### src/rtl/cell_rx_pkg.sv
package cell_rx_pkg;
   // index width that is at least one bit
   function automatic int unsigned idx_w(input int unsigned n);
      return (n <= 1) ? 1 : $clog2(n);
   endfunction

   // width of a counter able to hold the value n
   function automatic int unsigned cnt_w(input int unsigned n);
      return $clog2(n + 1);
   endfunction
endpackage

### src/rtl/cell_rx_store.sv
module cell_rx_store #(
   parameter int unsigned DATA_W = 8,
   parameter int unsigned DEPTH  = 106,
   parameter int unsigned ADDR_W = 7
) (
   input  logic              clk,
   input  logic              we,
   input  logic [ADDR_W-1:0] waddr,
   input  logic [DATA_W-1:0] wdata,
   input  logic [ADDR_W-1:0] raddr,
   output logic [DATA_W-1:0] rdata
);
   logic [DATA_W-1:0] mem_q [DEPTH];

   always_ff @(posedge clk) begin
      if (we) mem_q[waddr] <= wdata;
   end

   assign rdata = mem_q[raddr];

   initial begin
      assert (DEPTH <= (1 << ADDR_W))
         else $error("cell_rx_store: address too narrow for depth");
   end
endmodule

### src/rtl/cell_rx_wr.sv
module cell_rx_wr #(
   parameter int unsigned DATA_W        = 8,
   parameter int unsigned CELL_BYTES    = 53,
   parameter int unsigned SLOTS         = 2,
   parameter int unsigned DROP_W        = 8,
   parameter bit          DROP_SATURATE = 1'b1,
   parameter int unsigned IDX_W         = 6,
   parameter int unsigned SLOT_W        = 1
) (
   input  logic              clk,
   input  logic              rst_n,
   input  logic              in_valid,
   input  logic              in_sop,
   input  logic [DATA_W-1:0] in_data,
   input  logic              slots_full,
   output logic              we,
   output logic [SLOT_W-1:0] w_slot,
   output logic [IDX_W-1:0]  w_idx,
   output logic [DATA_W-1:0] w_data,
   output logic              commit,
   output logic [DROP_W-1:0] drop_count
);
   localparam logic [IDX_W-1:0]  LAST_IDX  = IDX_W'(CELL_BYTES - 1);
   localparam logic [SLOT_W-1:0] LAST_SLOT = SLOT_W'(SLOTS - 1);

   logic              active_q;
   logic [IDX_W-1:0]  idx_q;
   logic [SLOT_W-1:0] slot_q;
   logic [DROP_W-1:0] drop_q;
   logic              take_sop, lose_sop, cont;

   always_comb begin
      take_sop = in_valid && in_sop && !slots_full;
      lose_sop = in_valid && in_sop && slots_full;
      cont     = in_valid && !in_sop && active_q;
      we       = take_sop || cont;
      w_idx    = in_sop ? '0 : idx_q;
      w_slot   = slot_q;
      w_data   = in_data;
      commit   = cont && (idx_q == LAST_IDX);
   end

   always_ff @(posedge clk) begin
      if (!rst_n) begin
         active_q <= 1'b0;
         idx_q    <= '0;
         slot_q   <= '0;
      end else if (take_sop) begin
         active_q <= 1'b1;
         idx_q    <= IDX_W'(1);
      end else if (lose_sop) begin
         active_q <= 1'b0;
         idx_q    <= '0;
      end else if (cont) begin
         if (idx_q == LAST_IDX) begin
            active_q <= 1'b0;
            idx_q    <= '0;
            slot_q   <= (slot_q == LAST_SLOT) ? '0 : slot_q + SLOT_W'(1);
         end else begin
            idx_q <= idx_q + IDX_W'(1);
         end
      end
   end

   generate
      if (DROP_SATURATE) begin : g_drop_sat
         always_ff @(posedge clk) begin
            if (!rst_n)                       drop_q <= '0;
            else if (lose_sop && drop_q != '1) drop_q <= drop_q + DROP_W'(1);
         end
         AST_DROP_MONOTONIC: assert property (@(posedge clk) disable iff (!rst_n)
            ##1 drop_q >= $past(drop_q));
      end else begin : g_drop_wrap
         always_ff @(posedge clk) begin
            if (!rst_n)        drop_q <= '0;
            else if (lose_sop) drop_q <= drop_q + DROP_W'(1);
         end
      end
   endgenerate

   assign drop_count = drop_q;

   AST_COMMIT_HAS_ROOM: assert property (@(posedge clk) disable iff (!rst_n)
      commit |-> !slots_full);
   AST_IDX_IN_CELL: assert property (@(posedge clk) disable iff (!rst_n)
      idx_q <= LAST_IDX);
endmodule

### src/rtl/cell_rx_rd.sv
module cell_rx_rd #(
   parameter int unsigned DATA_W     = 8,
   parameter int unsigned CELL_BYTES = 53,
   parameter int unsigned SLOTS      = 2,
   parameter int unsigned IDX_W      = 6,
   parameter int unsigned SLOT_W     = 1
) (
   input  logic              clk,
   input  logic              rst_n,
   input  logic              rd_req,
   input  logic              have_cell,
   input  logic [DATA_W-1:0] mem_rdata,
   output logic [SLOT_W-1:0] r_slot,
   output logic [IDX_W-1:0]  r_idx,
   output logic [DATA_W-1:0] out_data,
   output logic              out_soc,
   output logic              finish,
   output logic              mid_cell
);
   localparam logic [IDX_W-1:0]  LAST_IDX  = IDX_W'(CELL_BYTES - 1);
   localparam logic [SLOT_W-1:0] LAST_SLOT = SLOT_W'(SLOTS - 1);

   logic grant;

   always_comb begin
      grant    = rd_req && have_cell;
      finish   = grant && (r_idx == LAST_IDX);
      mid_cell = (r_idx != '0);
   end

   always_ff @(posedge clk) begin
      if (!rst_n) begin
         r_slot   <= '0;
         r_idx    <= '0;
         out_data <= '0;
         out_soc  <= 1'b0;
      end else begin
         out_soc <= grant && (r_idx == '0);
         if (grant) begin
            out_data <= mem_rdata;
            if (r_idx == LAST_IDX) begin
               r_idx  <= '0;
               r_slot <= (r_slot == LAST_SLOT) ? '0 : r_slot + SLOT_W'(1);
            end else begin
               r_idx <= r_idx + IDX_W'(1);
            end
         end
      end
   end

   AST_NO_UNDERFLOW: assert property (@(posedge clk) disable iff (!rst_n)
      (rd_req && !have_cell) |=> ($stable(r_idx) && $stable(r_slot) && !out_soc));
endmodule

### src/rtl/cell_rx_port.sv
module cell_rx_port
   import cell_rx_pkg::*;
#(
   parameter int unsigned DATA_W        = 8,
   parameter int unsigned CELL_BYTES    = 53,
   parameter int unsigned SLOTS         = 2,
   parameter int unsigned DROP_W        = 8,
   parameter bit          DROP_SATURATE = 1'b1
) (
   input  logic              clk,
   input  logic              rst_n,
   input  logic              in_valid,
   input  logic              in_sop,
   input  logic [DATA_W-1:0] in_data,
   input  logic              rd_enable,
   output logic [DATA_W-1:0] rd_data,
   output logic              rd_soc,
   output logic              rd_empty,
   output logic              rd_cell_avail,
   output logic [DROP_W-1:0] drop_count
);
   localparam int unsigned IDX_W  = idx_w(CELL_BYTES);
   localparam int unsigned SLOT_W = idx_w(SLOTS);
   localparam int unsigned CNT_W  = cnt_w(SLOTS);
   localparam int unsigned DEPTH  = SLOTS * CELL_BYTES;
   localparam int unsigned ADDR_W = idx_w(DEPTH);

   generate
      if (CELL_BYTES < 2) begin : g_bad_cell
         $error("cell_rx_port: CELL_BYTES must be at least 2");
      end
      if (SLOTS < 1) begin : g_bad_slots
         $error("cell_rx_port: SLOTS must be at least 1");
      end
      if (DATA_W < 1 || DROP_W < 1) begin : g_bad_width
         $error("cell_rx_port: widths must be positive");
      end
   endgenerate

   logic              we, commit, finish, mid;
   logic [SLOT_W-1:0] w_slot, r_slot;
   logic [IDX_W-1:0]  w_idx, r_idx;
   logic [DATA_W-1:0] w_data, mem_rdata;
   logic [ADDR_W-1:0] waddr, raddr;
   logic [CNT_W-1:0]  ready_q;
   logic              full;

   assign full  = (ready_q == CNT_W'(SLOTS));
   assign waddr = ADDR_W'(w_slot) * ADDR_W'(CELL_BYTES) + ADDR_W'(w_idx);
   assign raddr = ADDR_W'(r_slot) * ADDR_W'(CELL_BYTES) + ADDR_W'(r_idx);

   cell_rx_wr #(
      .DATA_W(DATA_W), .CELL_BYTES(CELL_BYTES), .SLOTS(SLOTS), .DROP_W(DROP_W),
      .DROP_SATURATE(DROP_SATURATE), .IDX_W(IDX_W), .SLOT_W(SLOT_W)
   ) wr_i (
      .clk(clk), .rst_n(rst_n), .in_valid(in_valid), .in_sop(in_sop),
      .in_data(in_data), .slots_full(full), .we(we), .w_slot(w_slot),
      .w_idx(w_idx), .w_data(w_data), .commit(commit), .drop_count(drop_count)
   );

   cell_rx_store #(.DATA_W(DATA_W), .DEPTH(DEPTH), .ADDR_W(ADDR_W)) store_i (
      .clk(clk), .we(we), .waddr(waddr), .wdata(w_data),
      .raddr(raddr), .rdata(mem_rdata)
   );

   cell_rx_rd #(
      .DATA_W(DATA_W), .CELL_BYTES(CELL_BYTES), .SLOTS(SLOTS),
      .IDX_W(IDX_W), .SLOT_W(SLOT_W)
   ) rd_i (
      .clk(clk), .rst_n(rst_n), .rd_req(rd_enable), .have_cell(!rd_empty),
      .mem_rdata(mem_rdata), .r_slot(r_slot), .r_idx(r_idx),
      .out_data(rd_data), .out_soc(rd_soc), .finish(finish), .mid_cell(mid)
   );

   always_ff @(posedge clk) begin
      if (!rst_n) ready_q <= '0;
      else        ready_q <= ready_q + CNT_W'(commit) - CNT_W'(finish);
   end

   assign rd_empty      = (ready_q == '0);
   assign rd_cell_avail = (ready_q > CNT_W'(mid));

   AST_CELLS_BOUNDED: assert property (@(posedge clk) disable iff (!rst_n)
      ready_q <= CNT_W'(SLOTS));
   AST_AVAIL_NOT_EMPTY: assert property (@(posedge clk) disable iff (!rst_n)
      rd_cell_avail |-> !rd_empty);
   AST_SOC_AFTER_GRANT: assert property (@(posedge clk) disable iff (!rst_n)
      rd_soc |-> $past(rd_enable && !rd_empty));
endmodule

### config.mk
export PLATFORM = sky130hd
export DESIGN_NAME = cell_rx_port
export DESIGN_NICKNAME = d
export VERILOG_FILES = /design/src/rtl/cell_rx_pkg.sv /design/src/rtl/cell_rx_store.sv /design/src/rtl/cell_rx_wr.sv /design/src/rtl/cell_rx_rd.sv /design/src/rtl/cell_rx_port.sv
export SDC_FILE = /design/constraint.sdc
export NUM_CORES = 1
export LEC_CHECK = 0
export BUFFER_PORTS_ARGS = -buffer_cell sky130_fd_sc_hd__buf_2
export CORE_AREA = 2 2 317 319
export DETAILED_ROUTE_END_ITERATION = 7
export DIE_AREA = 0 0 319 321
export PLACE_DENSITY = 0.48
export SETUP_SLACK_MARGIN = 0.4
export SYNTH_ARGS = -nofsm -noshare
export SYNTH_HDL_FRONTEND = slang
export SYNTH_SLANG_ARGS = --single-unit
### constraint.sdc
create_clock -name clk -period 5.6 [get_ports clk]
set_input_delay 0.56 -clock clk [delete_from_list [all_inputs] [get_ports clk]]
set_output_delay 0.56 -clock clk [all_outputs]
set_load 0.01 [all_outputs]
**Yosys cells after proc, flatten, opt, wreduce, memory -nomap -nowiden**

Memories as Yosys holds them, arrays and structs flattened. A register that Yosys moved wholly into a read port is not among the register bits.
Index checks and enable logic that the tools add are counted.

- $add $sub $neg: 9
- Multiply operators: 2
- Divide/modulo/power cells: 0
- Order comparisons: 1
- Equality and inequality tests: 4
- Shifts and indexed selects: 0
- Muxes and demuxes: 14
- Bitwise operators: 3
- Reductions and logical operators: 24

Operators with widths:

| cell | count |
|---|---|
| $mux 6 | 3 |
| $add 7x6->7 | 2 |
| $mul 1x6->7 const B | 2 |
| $add 6x1->6 const B | 2 |
| $eq 6x6->1 const B | 2 |
| $mux 1 | 11 |
| $logic_and 1x1->1 | 10 |
| $add 8x1->8 const B | 1 |
| $ne 8x8->1 const B | 1 |
| $logic_not 6->1 | 1 |
| $reduce_bool 3->1 | 2 |
| $reduce_bool 6->1 | 1 |
| $logic_not 1->1 | 4 |
| $reduce_and 2->1 | 2 |
| $reduce_and 4->1 | 1 |
| $not 1->1 | 3 |
| $reduce_or 3->1 | 1 |
| $add 1x1->1 const B | 2 |
| $add 2x1->2 | 1 |
| $eq 2x2->1 const B | 1 |
| $gt 2x1->1 | 1 |
| $logic_not 2->1 | 1 |
| $sub 2x1->2 | 1 |
| $logic_or 1x1->1 | 1 |

- Register bits after elaboration: 26
- Bits in latches: 0
- Bits in writable memories: 848
- Memory bits (read-only): 0
- Input bits: 13
- Output and inout bits: 19
- Word-level logic and storage cells: 67
- Memories: 1

Memories:

| memory | words | bits a word | read ports | clocked after Yosys merged registers in | write ports | RTL line | RTL |
|---|---|---|---|---|---|---|---|
| store_i.mem_q | 106 | 8 | 1 | 1 | 1 | cell_rx_store.sv:13 | `logic [DATA_W-1:0] mem_q [DEPTH];` |

**Logic depth before layout (Yosys ltp)**

- Depth after elaboration: 6
- Depth in mapped cells: 12
- Mapped depth without buffers: 10

**By module**

A second synthesis with hierarchy kept.

- Cell total of the unflattened synthesis: 1798
- Area total of the unflattened synthesis: 35104.9 um2

Modules (own cells, without submodules):

| module | instances | cells an instance | area each (um2) | sequential area each (um2) |
|---|---|---|---|---|
| cell_rx_store | 1 | 1556 | 33039.2 | 25464.4 |
| cell_rx_wr | 1 | 111 | 940.9 | 320.3 |
| cell_rx_rd | 1 | 83 | 705.7 | 320.3 |
| cell_rx_port | 1 | 48 | 419.2 | 40.0 |

**Least setup slack after synthesis**

OpenSTA, ideal clock, no wires.

- Kind: input to register
- Start: input port in_sop
- End: memory store_i.mem_q[0][0] (enable)
- Library setup time: 0.370 ns
- Data arrival time: 2.975 ns
- Required time: 5.230 ns
- Path slack: 2.255 ns
- Stages on the path: 9
- Buffers on the path: 1
- Path through: clkbuf_1 -> nor2b_1 -> ha_1 -> and3_1 -> o2111a_1 -> or2_2 -> a211oi_1 -> nand2_1 -> nor2_1

- Word-level cells in the longest chain between the ends: 6
- Elaborated cells between the ends (all ways): 10
- Those cells by class: 1 x add/sub; 3 x mux; 6 x reduce/logical

RTL lines:

| what | RTL line | RTL |
|---|---|---|
| start, declared | cell_rx_port.sv:13 | `input logic in_sop,` |
| branches (longest 6 deep; another with $add 7x6->7) | n/a |  |
| end, declared | cell_rx_store.sv:13 |  |

Several ways; the timed one is not identified.

**Worst setup path in the final report**

- Start: register wr_i.idx_q[2]
- End: memory store_i.mem_q[48][5] (enable)

- Word-level cells in the longest chain between the ends: 2

RTL lines:

| what | RTL line | RTL |
|---|---|---|
| start, declared | cell_rx_wr.sv:27 | `logic [IDX_W-1:0] idx_q;` |
| start signal, assigned | cell_rx_wr.sv:60 | `idx_q <= idx_q + IDX_W'(1);` |
| $mux 6 | cell_rx_wr.sv:37 | `w_idx = in_sop ? '0 : idx_q;` |
| $add 7x6->7 | cell_rx_port.sv:49 | `assign waddr = ADDR_W'(w_slot) * ADDR_W'(CELL_BYTES) + ADDR_W'(w_idx);` |

Every way passes these cells.

==> flow_summary_export.csv <==
group,metric,value,unit
pwr,p_int,11000,uW
synthesis,synth-edff-count,848,
global_routing,antenna_found_initial,2,
timing,maxSlewHeadroom,0.308,
die,die-area,102000,um2
layout,layout_common_cells,"edfxtp_1 (848), mux4_2 (181), nand2_1 (168)",
clock_network,cts_root_buf,"clkbuf_16",
pwr,power.switching,2780,uW
layout,num-nets-final,2011,
min_path,whs_path_depth,3,
die,core,99300,um2
timing,fin_crit,3.87,ns
routing,dr.pass1.iters,5,
layout,diodes,0,
pwr,ir_worst_vdd,0.199,mV
place,io_buffers,31,
synthesis,synth_top_area_frac,0.720,
clock_network,post_cts_resized,0,
place,dp_hpwl,56.1,mm
layout,final_common_cell,"edfxtp_1",
min_path,hold_path_end,"wr_i.idx_q[0]",
die,rows,116,
routing,ant_nets,0,
setup_path,crit_buf_inv,0,
clock_network,clkTransAtPathRegs,0.06,ns
place,placed_cells,3183,
clock_network,clock-sinks,882,
global_routing,grt_pass1_wl,134,mm
timing,drv_slew,0,
min_path,worstHoldStart,"in_valid",
routing,routed_wl,92.6,mm
clock_network,cts-buffers-inserted,93,
min_path,hp-class,"input pin to flip-flop",
routing,first_iter_violations,1945,
synthesis,post_synth_num_cell_types,58,
pwr,seqPwrFrac,0.526,
layout,final_cell_area,40100,um2
synthesis,yosys_most_used_dff,"edfxtp_1",
pwr,p_leak,0.0123,uW
clock_network,htree_num_levels,3,
timing,max_clock_freq,258,MHz
setup_path,critPathSlowestCell,"nor2_1",
synthesis,ys_ff_latch,882,
timing,final-hold-violation-count,0,
clock_network,cts_hold_buf,0,
synthesis,syn-cell-area,35400,um2
timing,tns,0,ns
die,num_io_pins,32,
place,gp_congestion,0.829,
routing,drt-vias-per-instance,5.41,
outcome,outcome,"finished clean",
setup_path,r2r-end,"store_i.mem_q[48][5]",
timing,post-route-period-util,0.692,
setup_path,crit_required,5.88,ns
setup_path,path_cells,"nor2b_1 > ha_1 > and3_1 > a21oi_1 > nor2_1 > a211oi_1 > nor2b_1 > nand2_1 > nor2_1",
global_routing,grt_use_total,0.182,
pwr,p_sw_frac,0.202,
synthesis,synth_area_leader_cell,"edfxtp_1",
timing,setup_viol,0,
layout,syn_to_final_growth,13.3,%
synthesis,ys_async_sr_fraction,0,
setup_path,endpoint_kind,"flip-flop",
global_routing,grt_overflow,0,
pwr,combPwrFrac,0.014,
routing,vias,18167,
setup_path,worst-setup-path-type,"flip-flop to flip-flop",
setup_path,cp.arrival,4.16,ns
setup_path,crit_path_max_incr_delay,0.69,ns
global_routing,grt_max_degree,71,
synthesis,syn_inst,1922,
global_routing,grt_pass1_vias,18588,
timing,rsz0062_at_grt,"false",
routing,drc_errors,0,
clock_network,clockBufferDepth,3,
synthesis,avgSynthCellArea,18.4,um2
clock_network,clk_latency,0.68,ns
timing,clock_skew,0.0301,ns
setup_path,crit-reg2reg-launch,"wr_i.idx_q[2]",
die,die_h,321,um
run,maxCapViolations,0,
layout,instances_no_fill,3357,
timing,tightest_slew,1.04,ns
routing,wl_per_cell,27.6,um
layout,drive_gt1_frac,0.208,
die,start_util,0.356,
pwr,clkPwrFrac,0.461,
setup_path,r2r_setup_slack,1.73,ns
setup_path,critPathLaunchType,"flip-flop",
synthesis,seq_area_frac_synth,0.739,
setup_path,path_delay_family,"simple AND/OR/NAND/NOR gates",
clock_network,post_cts.repair.setup_buffers,0,
place,placedInstanceArea,37000,um2
setup_path,path_max_fanout,8,
die,die_w,319,um
pwr,power.density,343,nW/um2
setup_path,r2r_cells,9,
synthesis,syn_nets,1953,
clock_network,cts_tree,"built",
synthesis,ys_warn_count,0,
synthesis,synth_top_cells_by_area,"edfxtp_1 (72%), mux4_2 (12%), dfxtp_1 (1.9%)",
through the flow:
stage                     power [uW]  utilization  setup WS (ns)  hold slack [ns]
after floorplan                 7400            -           2.26            0.475
after global placement          7570        0.372           1.53            0.497
after detailed placement        7570        0.372           1.49            0.503
after CTS                      13900        0.404           1.74            0.164
after global routing           14200        0.404           1.52            0.203
final                          13800        0.404           1.73            0.206
kinds of logic after synthesis:
| group | Yosys count | share of synthesized area |
|---|---|---|
| AO/OA/AOI/OAI | 137 | 0.0271 |
| XOR/XNOR | 26 | 0.00739 |
| adder cells (fa/ha/maj) | 18 | 0.00636 |
| buffers and inverters | 106 | 0.0170 |
| flip-flops | 882 | 0.739 |
| multiplexers | 276 | 0.143 |
| AND/OR/NAND/NOR | 477 | 0.0603 |
cell type report:
type | instances | area, um2
well taps | 1298 | 1620
inverters | 11 | 41.3
flip-flops and latches | 882 | 26100
clock buffers | 111 | 2440
multi-input cells | 934 | 8700
fillers | 8844 | 59200
clock inverters | 63 | 716
repair buffers | 58 | 448
layer usage:
metal	wire, um	up-vias	track usage
li1	-	7812	-
met5	0	-	0
met4	2090	0	0.0508
met2	42800	654	0.287
met3	4980	134	0.0280
met1	42700	9567	0.263
cell usage after synthesis (3+ instances only):
library cell	count
edfxtp_1	848
mux4_2	181
nand2_1	172
nor2_1	136
nand3_1	74
mux2i_1	67
dfxtp_1	34
buf_4	33
buf_2	32
a31oi_1	28
mux2_2	28
nor2b_1	26
clkbuf_1	24
o21ai_0	23
ha_1	18
and2_1	15
nand4_1	14
o22ai_1	14
xnor2_1	14
nand2b_1	13
a211oi_1	12
a21oi_1	12
inv_1	11
a32oi_1	10
xor2_1	9
a41oi_1	8
and4_1	6
nor3_1	6
o31ai_1	6
a22oi_1	4
and3_1	4
buf_6	4
nor4_1	3
o21bai_1	3
or3_1	3
worst min-delay path, cell delays in order:
cell,delay [ns]
buf_2,0.13
o21ai_0,0.07
a21oi_1,0.06
registers in the layout, indices dropped and copies added (netlist names), 2 cells and up:
register         flops
store_i.mem_q      848
wr_i.drop_count      8
rd_i.r_idx           6
wr_i.idx_q           6
ready_q              2
rd_i.out_data        8
worst max path at each step:
stage	startpoint	endpoint	slack, ns	cells after the start
2_1_floorplan	in_sop	store_i.mem_q[0][0]	2.26	9
3_3_place_gp	in_sop	store_i.mem_q[95][3]	1.53	10
3_5_place_dp	in_sop	store_i.mem_q[48][5]	1.49	10
4_1_cts	rd_i.r_slot	rd_i.out_data[1]	1.74	9
5_1_grt	wr_i.idx_q[2]	store_i.mem_q[52][7]	1.52	9
6_report	wr_i.idx_q[2]	store_i.mem_q[48][5]	1.73	9
power groups by stage:
stage               sequential, uW  clock, uW  combinational, uW
finish                        7230       6330                187
global route                  7230       6720                204
CTS                           7230       6460                194
detailed placement            7370          0                196
global placement              7370          0                196
floorplan                     7370          0               23.4
Note: power is estimated with default switching activity, not from simulation.
